==> src/rtl/ctlreg_pkg.sv <==
package ctlreg_pkg;

    localparam int BYTE_W = 8;
    localparam int WORD_W = 16;
    localparam int FLAG_W = 4;

    localparam logic [BYTE_W-1:0] OPC_AND    = 8'h06;
    localparam logic [WORD_W-1:0] PFX_AUX    = 16'h0141;

    typedef enum logic [1:0] {
        OP_NONE     = 2'd0,
        OP_AND_STAT = 2'd1,
        OP_AND_AUX  = 2'd2
    } ctl_op_e;

    typedef struct packed {
        ctl_op_e             op;
        logic [BYTE_W-1:0]   imm;
    } ctl_dec_t;

    function automatic logic [BYTE_W-1:0] masked_and(
        input logic [BYTE_W-1:0] a,
        input logic [BYTE_W-1:0] b,
        input logic [BYTE_W-1:0] m
    );
        return a & b & m;
    endfunction

endpackage

==> src/rtl/ctlreg_decode.sv <==
module ctlreg_decode
    import ctlreg_pkg::*;
#(
    parameter bit HAS_AUX = 1'b1
) (
    input  logic                ins_valid,
    input  logic [WORD_W-1:0]   ins_w0,
    input  logic [WORD_W-1:0]   ins_w1,
    output ctl_dec_t            dec
);

    logic stat_match;
    logic aux_match;

    always_comb begin
        stat_match = ins_valid && (ins_w0[WORD_W-1:BYTE_W] == OPC_AND);
        aux_match  = HAS_AUX && ins_valid && (ins_w0 == PFX_AUX)
                     && (ins_w1[WORD_W-1:BYTE_W] == OPC_AND);
        dec.op  = OP_NONE;
        dec.imm = '0;
        if (stat_match) begin
            dec.op  = OP_AND_STAT;
            dec.imm = ins_w0[BYTE_W-1:0];
        end else if (aux_match) begin
            dec.op  = OP_AND_AUX;
            dec.imm = ins_w1[BYTE_W-1:0];
        end
    end

    // a recognised aux op always carries the prefix
    always_comb begin
        if (dec.op == OP_AND_AUX)
            a_aux_prefix_r11: assert (ins_w0 == PFX_AUX);
    end

endmodule

==> src/rtl/ctlreg_stat.sv <==
module ctlreg_stat
    import ctlreg_pkg::*;
#(
    parameter logic [BYTE_W-1:0] RST_VAL = 8'h80
) (
    input  logic                clk,
    input  logic                rst,
    input  logic                and_en,
    input  logic [BYTE_W-1:0]   imm,
    input  logic                fw_en,
    input  logic [FLAG_W-1:0]   fw_flags,
    output logic [BYTE_W-1:0]   q
);

    logic [BYTE_W-1:0] nxt;

    always_comb begin
        nxt = q;
        if (and_en)
            nxt = masked_and(q, imm, '1);
        else if (fw_en)
            nxt = {q[BYTE_W-1:FLAG_W], fw_flags};
    end

    always_ff @(posedge clk) begin
        if (rst) q <= RST_VAL;
        else     q <= nxt;
    end

    p_and_result_r2: assert property (@(posedge clk) disable iff (rst)
        and_en |=> q == ($past(q) & $past(imm)));

    p_flag_write_r6: assert property (@(posedge clk) disable iff (rst)
        (fw_en && !and_en) |=> (q[FLAG_W-1:0] == $past(fw_flags))
                            && (q[BYTE_W-1:FLAG_W] == $past(q[BYTE_W-1:FLAG_W])));

    p_idle_hold_r5: assert property (@(posedge clk) disable iff (rst)
        (!fw_en && !and_en) |=> $stable(q));

endmodule

==> src/rtl/ctlreg_aux.sv <==
module ctlreg_aux
    import ctlreg_pkg::*;
#(
    parameter bit                HAS_AUX = 1'b1,
    parameter logic [BYTE_W-1:0] MASK    = 8'h87,
    parameter logic [BYTE_W-1:0] RST_VAL = 8'h07
) (
    input  logic                clk,
    input  logic                rst,
    input  logic                and_en,
    input  logic [BYTE_W-1:0]   imm,
    input  logic                ld_en,
    input  logic [BYTE_W-1:0]   ld_data,
    input  logic                st_req,
    output logic [BYTE_W-1:0]   q,
    output logic [BYTE_W-1:0]   rd_byte
);

    localparam logic [BYTE_W-1:0] EFF_MASK = HAS_AUX ? MASK : '0;

    logic [BYTE_W-1:0] nxt;

    always_comb begin
        nxt = q;
        if (ld_en)
            nxt = ld_data & EFF_MASK;
        else if (and_en)
            nxt = masked_and(q, imm, EFF_MASK);
    end

    always_ff @(posedge clk) begin
        if (rst) q <= RST_VAL & EFF_MASK;
        else     q <= nxt;
    end

    assign rd_byte = st_req ? q : '0;

    p_load_wins_r10: assert property (@(posedge clk) disable iff (rst)
        ld_en |=> q == ($past(ld_data) & EFF_MASK));

    p_and_seq_r4: assert property (@(posedge clk) disable iff (rst)
        (and_en && !ld_en) |=> q == ($past(q) & $past(imm)));

    generate
        if (!HAS_AUX) begin : g_absent
            p_absent_zero_r8: assert property (@(posedge clk) disable iff (rst)
                ld_en |=> q == '0);
        end
    endgenerate

endmodule

==> src/rtl/ctlreg_and_unit.sv <==
module ctlreg_and_unit
    import ctlreg_pkg::*;
#(
    parameter bit                HAS_AUX  = 1'b1,
    parameter logic [7:0]        AUX_MASK = 8'h87,
    parameter logic [7:0]        AUX_RST  = 8'h07,
    parameter logic [7:0]        STAT_RST = 8'h80
) (
    input  logic        clk,
    input  logic        rst,
    input  logic        ins_valid,
    input  logic [15:0] ins_w0,
    input  logic [15:0] ins_w1,
    input  logic        ld_req,
    input  logic [7:0]  ld_data,
    input  logic        st_req,
    input  logic        fw_en,
    input  logic [3:0]  fw_flags,
    output logic        ins_hit,
    output logic [7:0]  stat_q,
    output logic [7:0]  aux_q,
    output logic [7:0]  rd_byte
);

    ctl_dec_t dec;
    logic     stat_and;
    logic     aux_and;
    logic     aux_ld;

    ctlreg_decode #(.HAS_AUX(HAS_AUX)) u_dec (
        .ins_valid (ins_valid),
        .ins_w0    (ins_w0),
        .ins_w1    (ins_w1),
        .dec       (dec)
    );

    assign stat_and = (dec.op == OP_AND_STAT);
    assign aux_and  = (dec.op == OP_AND_AUX);
    assign aux_ld   = HAS_AUX && ld_req;
    assign ins_hit  = (dec.op != OP_NONE);

    ctlreg_stat #(.RST_VAL(STAT_RST)) u_stat (
        .clk      (clk),
        .rst      (rst),
        .and_en   (stat_and),
        .imm      (dec.imm),
        .fw_en    (fw_en),
        .fw_flags (fw_flags),
        .q        (stat_q)
    );

    ctlreg_aux #(
        .HAS_AUX (HAS_AUX),
        .MASK    (AUX_MASK),
        .RST_VAL (AUX_RST)
    ) u_aux (
        .clk     (clk),
        .rst     (rst),
        .and_en  (aux_and),
        .imm     (dec.imm),
        .ld_en   (aux_ld),
        .ld_data (ld_data),
        .st_req  (st_req),
        .q       (aux_q),
        .rd_byte (rd_byte)
    );

    p_aux_ops_keep_stat_r5: assert property (@(posedge clk) disable iff (rst)
        ((aux_and || aux_ld) && !fw_en && !stat_and) |=> $stable(stat_q));

    p_prio_and_over_flags_r7: assert property (@(posedge clk) disable iff (rst)
        (stat_and && fw_en) |=> stat_q == ($past(stat_q) & $past(ins_w0[7:0])));

    p_unimpl_zero_r3: assert property (@(posedge clk) disable iff (rst)
        (aux_q & ~AUX_MASK) == 8'h00);

endmodule

==> config.mk <==
export PLATFORM = sky130hd
export DESIGN_NAME = ctlreg_and_unit
export DESIGN_NICKNAME = d
export VERILOG_FILES = /design/src/rtl/ctlreg_pkg.sv /design/src/rtl/ctlreg_decode.sv /design/src/rtl/ctlreg_stat.sv /design/src/rtl/ctlreg_aux.sv /design/src/rtl/ctlreg_and_unit.sv
export SDC_FILE = /design/constraint.sdc
export NUM_CORES = 1
export LEC_CHECK = 0
export ABC_AREA = 1
export ABC_CLOCK_PERIOD_IN_PS = 1470
export BUFFER_PORTS_ARGS = -buffer_cell sky130_fd_sc_hd__buf_4
export CAP_MARGIN = 20
export CORE_MARGIN = 10
export CORE_UTILIZATION = 35
export CTS_CLUSTER_DIAMETER = 30
export CTS_CLUSTER_SIZE = 24
export DETAILED_ROUTE_END_ITERATION = 10
export GPL_TIMING_DRIVEN = 0
export PLACE_DENSITY = 0.79
export SLEW_MARGIN = 20
export SYNTH_ARGS = -nofsm -noshare
export SYNTH_HDL_FRONTEND = slang
export SYNTH_SLANG_ARGS = --single-unit
export TNS_END_PERCENT = 20
==> constraint.sdc <==
create_clock -name clk -period 1.47 [get_ports clk]
set_clock_uncertainty 0.2 [all_clocks]
set_input_delay 0.441 -clock clk [delete_from_list [all_inputs] [get_ports clk]]
set_output_delay 0.441 -clock clk [all_outputs]
set_load 0.01 [all_outputs]
=== Word level (Yosys, flattened, before mapping) ===
Cells that the tools add are included.

* Mux-type cells: 7
* Reduce and logical (&&, ||, !) cells: 6
* Shifts and indexed selects: 0
* $mul: 0
* Equal/unequal tests: 5
* Magnitude comparators: 0
* $add $sub $neg: 0
* Divide/modulo/power cells: 0
* Bitwise gates (word level): 2

{| class="wikitable"
|+ Operators with widths
! operator !! count
|-
| $mux W8 || 4
|-
| $mux W10 || 2
|-
| $and A8 B8 Y8 || 2
|-
| $eq A16 B9 Y1 const B || 1
|-
| $eq A8 B3 Y1 const B || 2
|-
| $reduce_bool A2 Y1 || 3
|-
| $mux W4 || 1
|-
| $logic_and A1 B1 Y1 || 3
|-
| $eq A2 B1 Y1 const B || 1
|-
| $eq A2 B2 Y1 const B || 1
|}

* Bits in writable memories: 0
* Bits in registers: 12
* Input port bits: 50
* Word-level logic and storage cells: 23
* Memories kept: 0
* Latch bits: 0
* Memory bits (read-only): 0

=== Logic depth before layout (Yosys ltp) ===
* Depth in word-level cells: 8
* Gate-level depth with buffers: 8
* Mapped depth without buffers: 8

=== Cells and area by module ===
A second synthesis with hierarchy kept.

* Cell total of the unflattened synthesis: 180
* Area, all modules: 1,007.2 um^2

{| class="wikitable"
|+ By module, submodules not included
! module !! seq. area each (um^2) !! area each (um^2) !! instances !! cells an instance
|-
| ctlreg_decode || 0.0 || 389.1 || 1 || 85
|-
| ctlreg_stat || 160.2 || 322.8 || 1 || 45
|-
| ctlreg_aux || 80.1 || 276.5 || 1 || 45
|-
| ctlreg_and_unit || 0.0 || 18.8 || 1 || 5
|}

=== Worst setup path after synthesis ===
OpenSTA, ideal clock, no wires.

* Path kind: input port to output port
* Start: input ins_w0[15]
* End: output ins_hit
* Slack: -0.131 ns
* Stages on the path: 5
* Data arrival time: 0.960 ns
* Cell sequence: nor2_1 nand3_1 nor2_1 nand2_1 nand2_1

* Cells in the longest elaborated chain, start to end: 6

{| class="wikitable"
|+ Ends and longest elaborated chain
! element !! RTL line !! source
|-
| start, declared || ctlreg_and_unit.sv:12 || <nowiki>input logic [15:0] ins_w0,</nowiki>
|-
| $eq A16 B9 Y1 || ctlreg_decode.sv:17 || <nowiki>aux_match = HAS_AUX && ins_valid && (ins_w0 == PFX_AUX)</nowiki>
|-
| $logic_and A1 B1 Y1 || ctlreg_decode.sv:17 ||
|-
| $logic_and A1 B1 Y1 || ctlreg_decode.sv:18 || <nowiki>&& (ins_w1[WORD_W-1:BYTE_W] == OPC_AND);</nowiki>
|-
| $mux W10 || ctlreg_decode.sv:24 || <nowiki>end else if (aux_match) begin</nowiki>
|-
| $mux W10 (*) || ctlreg_decode.sv:21 || <nowiki>if (stat_match) begin</nowiki>
|-
| $reduce_bool A2 Y1 (*) || ctlreg_and_unit.sv:40 || <nowiki>assign ins_hit = (dec.op != OP_NONE);</nowiki>
|-
| end, declared || ctlreg_and_unit.sv:19 || <nowiki>output logic ins_hit,</nowiki>
|}

Every way passes the cells marked *; elsewhere a longest branch is shown, timed or not.

=== Worst setup path after layout ===
* Start: input ins_w0[3]
* End: output ins_hit

* Cells in the longest elaborated chain, start to end: 6

{| class="wikitable"
|+ Ends and longest elaborated chain
! element !! RTL line
|-
| $eq A16 B9 Y1 || ctlreg_decode.sv:17
|-
| $logic_and A1 B1 Y1 || ctlreg_decode.sv:17
|-
| $logic_and A1 B1 Y1 || ctlreg_decode.sv:18
|-
| $mux W10 || ctlreg_decode.sv:24
|-
| $mux W10 || ctlreg_decode.sv:21
|-
| $reduce_bool A2 Y1 || ctlreg_and_unit.sv:40
|}

Every way passes these cells.

==> metrics.txt <==
overall die width about 66 microns; violations in the final reports negative setup slack; Initial Util 37.3%; count of cells along the worst hold path 2; Reg-to-Reg End u_aux.q[1]; largest cells by area after synthesis sky130_fd_sc_hd__dfxtp_1 32%, sky130_fd_sc_hd__inv_1 13%, sky130_fd_sc_hd__nand2_1 13%; layout cell share with drive strength beyond 1 between 60% and 70%; filler cell count 163; timing endpoint of the critical path ins_hit; RSZ-0062 raised after global routing yes; Clk Latency, worst-skew pair about 270 ps; worst setup slack for register-to-register paths 630 ps; average via count per standard cell 4.41; peak fanout along the critical path 2; critical path launch point type primary input; top-level I/O count 75; number of DRC markers in iteration 0 36; number of buffers between clock root and the deepest sink 2; number of global-route vias before repair 1012; Synth async-reset ratio 0%; most used cell, CP sky130_fd_sc_hd__nand2_2; worst-path cell chain buf_4, nor2_1, nand3_1, nor2_4, nand2_2, nand2_2, buf_6; total gr overflow 0; initial antenna violation count 0; Final WS setup -394 ps; final wirelength between 3000 and 4000 microns; Mapped Area around 740 sq um; final worst-path cycle share 127%; CTS tree yes; cell at the slowest stage of the critical path sky130_fd_sc_hd__nor2_4; flip-flop cell with the highest count after synthesis sky130_fd_sc_hd__dfxtp_1; sequential cell area fraction in the yosys report 32.5%; VDD IR-drop max 0.491 mV; row count 16; area added between synthesis and finish 102%; overall via count from detail_route around 990; placed instance area 0.00124 sq mm; post-route design area between 0.001 and 0.0015 sq mm; maximum clock frequency around 540 MHz; Critical path origin ins_w0[3]; max-capacitance violation count 0; first-pass GRT wire length 4540 microns; Wirelength per Cell between 10 and 15 microns; Arrival @ worst endpoint ~1200 ps; final critical path time including I/O delays and setup between 1500 and 2000 ps; portion of synthesized cell area occupied by the leading cell type ~32%; cell count after synthesis 117; count of endpoints failing hold in the final timing report 0; residual DRC count 0; depth of the worst register-to-register path 2; Data required, critical path ~830 ps; Buf/Inv on CP 2; Avg Inst Size Synth between 6 and 7 sq um; number of register bits inferred by synthesis 12; area occupied by registers around 250 sq um; final RePlAce weighted congestion approximately 0.8; half-perimeter wire length of the detailed placement result 2430 microns; pwr dens around 550 mW/mm^2; antenna cells 0; dominant delay contributor by cell family on the critical path simple AND/OR/NAND/NOR gates; setup violation total in the final timing report 5; Warnings, synthesis 0; buffers added on ports 58; clock sink total 12; CTS root buf sky130_fd_sc_hd__clkbuf_4; clock-pin transition on the worst setup and hold timing paths 80 ps; number of pins with negative max-slew slack in the final report 0; Synth cell types 18; Die Height between 60 and 70 microns; Slowest Stage Delay on Critical Path 150 ps; CP Class primary input to output port; Final Power a little over 800 uW; Inserted Clock Buffers 3; cell count along the critical path 7; post-layout utilization of the core between 70% and 80%; fin nets approximately 250; maximum number of pins on one net before global-route repair 8; post-synth top area cell sky130_fd_sc_hd__dfxtp_1; accumulated negative setup slack -891 ps; CP endpoint kind output port; Global Route Usage Sum around an eighth; run status complete, but fails checks; count of flip-flops with a built-in enable after synthesis 0; worst min-delay path class primary input to register; router iterations before antenna repair 4; Die Footprint approximately 0.0044 sq mm; commonest cells in the synthesized netlist 25 x sky130_fd_sc_hd__inv_1, 25 x sky130_fd_sc_hd__nand2_1, 13 x sky130_fd_sc_hd__nor2_1; Multi-input gate area 462 sq um; number of routed nets with antenna violations 0; count of H-tree levels built during CTS 1; r2r startpoint u_aux.q[1]; leakage power 0.826 nW; total core area 0.00198 sq mm
## worst register-to-register path, stage by stage (launching register included)
cell                      delay (ps)
sky130_fd_sc_hd__dfxtp_2         340
sky130_fd_sc_hd__nand2_1          60
sky130_fd_sc_hd__o21ai_1         160
## repair_timing
action / CTS / global route
resized for setup: 19 / 41
setup buffers: 9 / 3
endpoints found under the hold margin: 0 / 0
setup endpoints to repair: 5 / 9
pin swaps: 9 / 19
hold buffers: 0 / 0
## metal layers
| metal | global-route usage (%) | vias up | wire length [microns] |
|---|---|---|---|
| li1 | - | 499 | - |
| met1 | 11.7 | 450 | 1040 |
| met2 | 25.8 | 34 | 1840 |
| met3 | 5.59 | 4 | 253 |
| met4 | 3.40 | 0 | 36 |
| met5 | 0 | - | 0 |
## cell type report
type                    instances  share of cell area, %
repair buffers                 70                   38.4
flip-flops and latches         12                   16.4
plain buffers                   8                   4.02
inverters                      26                   6.53
clock buffers                   3                   1.51
multi-input cells              78                   30.9
well taps                      27                   2.26
## cell usage in the layout (no fill, tap or decap)
cell,count
sky130_fd_sc_hd__o21ai_2,1
sky130_fd_sc_hd__o211ai_1,3
sky130_fd_sc_hd__conb_1,8
sky130_fd_sc_hd__dfxtp_2,4
sky130_fd_sc_hd__nor2_1,2
sky130_fd_sc_hd__or2_0,1
sky130_fd_sc_hd__nand3_4,1
sky130_fd_sc_hd__a21oi_1,8
sky130_fd_sc_hd__nand3_1,5
sky130_fd_sc_hd__nand2_4,2
sky130_fd_sc_hd__nand2_2,11
sky130_fd_sc_hd__nand2_1,15
sky130_fd_sc_hd__buf_6,13
sky130_fd_sc_hd__nand3_2,1
sky130_fd_sc_hd__nand3b_1,2
sky130_fd_sc_hd__o21ai_1,3
sky130_fd_sc_hd__inv_1,13
sky130_fd_sc_hd__inv_2,13
sky130_fd_sc_hd__clkbuf_4,3
sky130_fd_sc_hd__dfxtp_1,8
sky130_fd_sc_hd__buf_4,65
sky130_fd_sc_hd__o21ai_0,2
sky130_fd_sc_hd__nor2_4,5
sky130_fd_sc_hd__nor2_2,8
## state kept, by name, indices dropped and copies added (netlist names)
name	count
u_aux.q	4
u_stat.q	8
## cells by family after synthesis
logic type,after synthesis,synth area share (%)
simple gates,53,33.2
buf+inv,34,21.3
compound gates,17,12.5
flops,12,32.5
other cells,1,0.507
## how the worst min path moves through the flow
stage / endpoint / slack, ps / startpoint
6_report: u_stat.q[0] / 180 / rst
5_1_grt: u_stat.q[2] / 170 / rst
4_1_cts: u_stat.q[0] / 180 / rst
3_5_place_dp: u_stat.q[6] / 260 / u_stat.q[6]
3_3_place_gp: u_stat.q[7] / 240 / u_stat.q[7]
2_1_floorplan: u_stat.q[7] / 280 / u_stat.q[7]
## stage by stage
stage / cells / setup slack, ps / hold WS (ps)
2_1_floorplan: 124 / -121 / 281
3_3_place_gp: 209 / -456 / 244
3_5_place_dp: 209 / -479 / 265
4_1_cts: 221 / -365 / 175
5_1_grt: 224 / -468 / 167
6_report: 224 / -394 / 178
## power by group
group          leakage (nW)  switching, mW  total (mW)  internal, mW
Combinational         0.714          0.115       0.265         0.150
Sequential           0.0982        0.00996       0.351         0.341
Clock                0.0138          0.105       0.199        0.0948
Power figures use the tool's default switching activity.
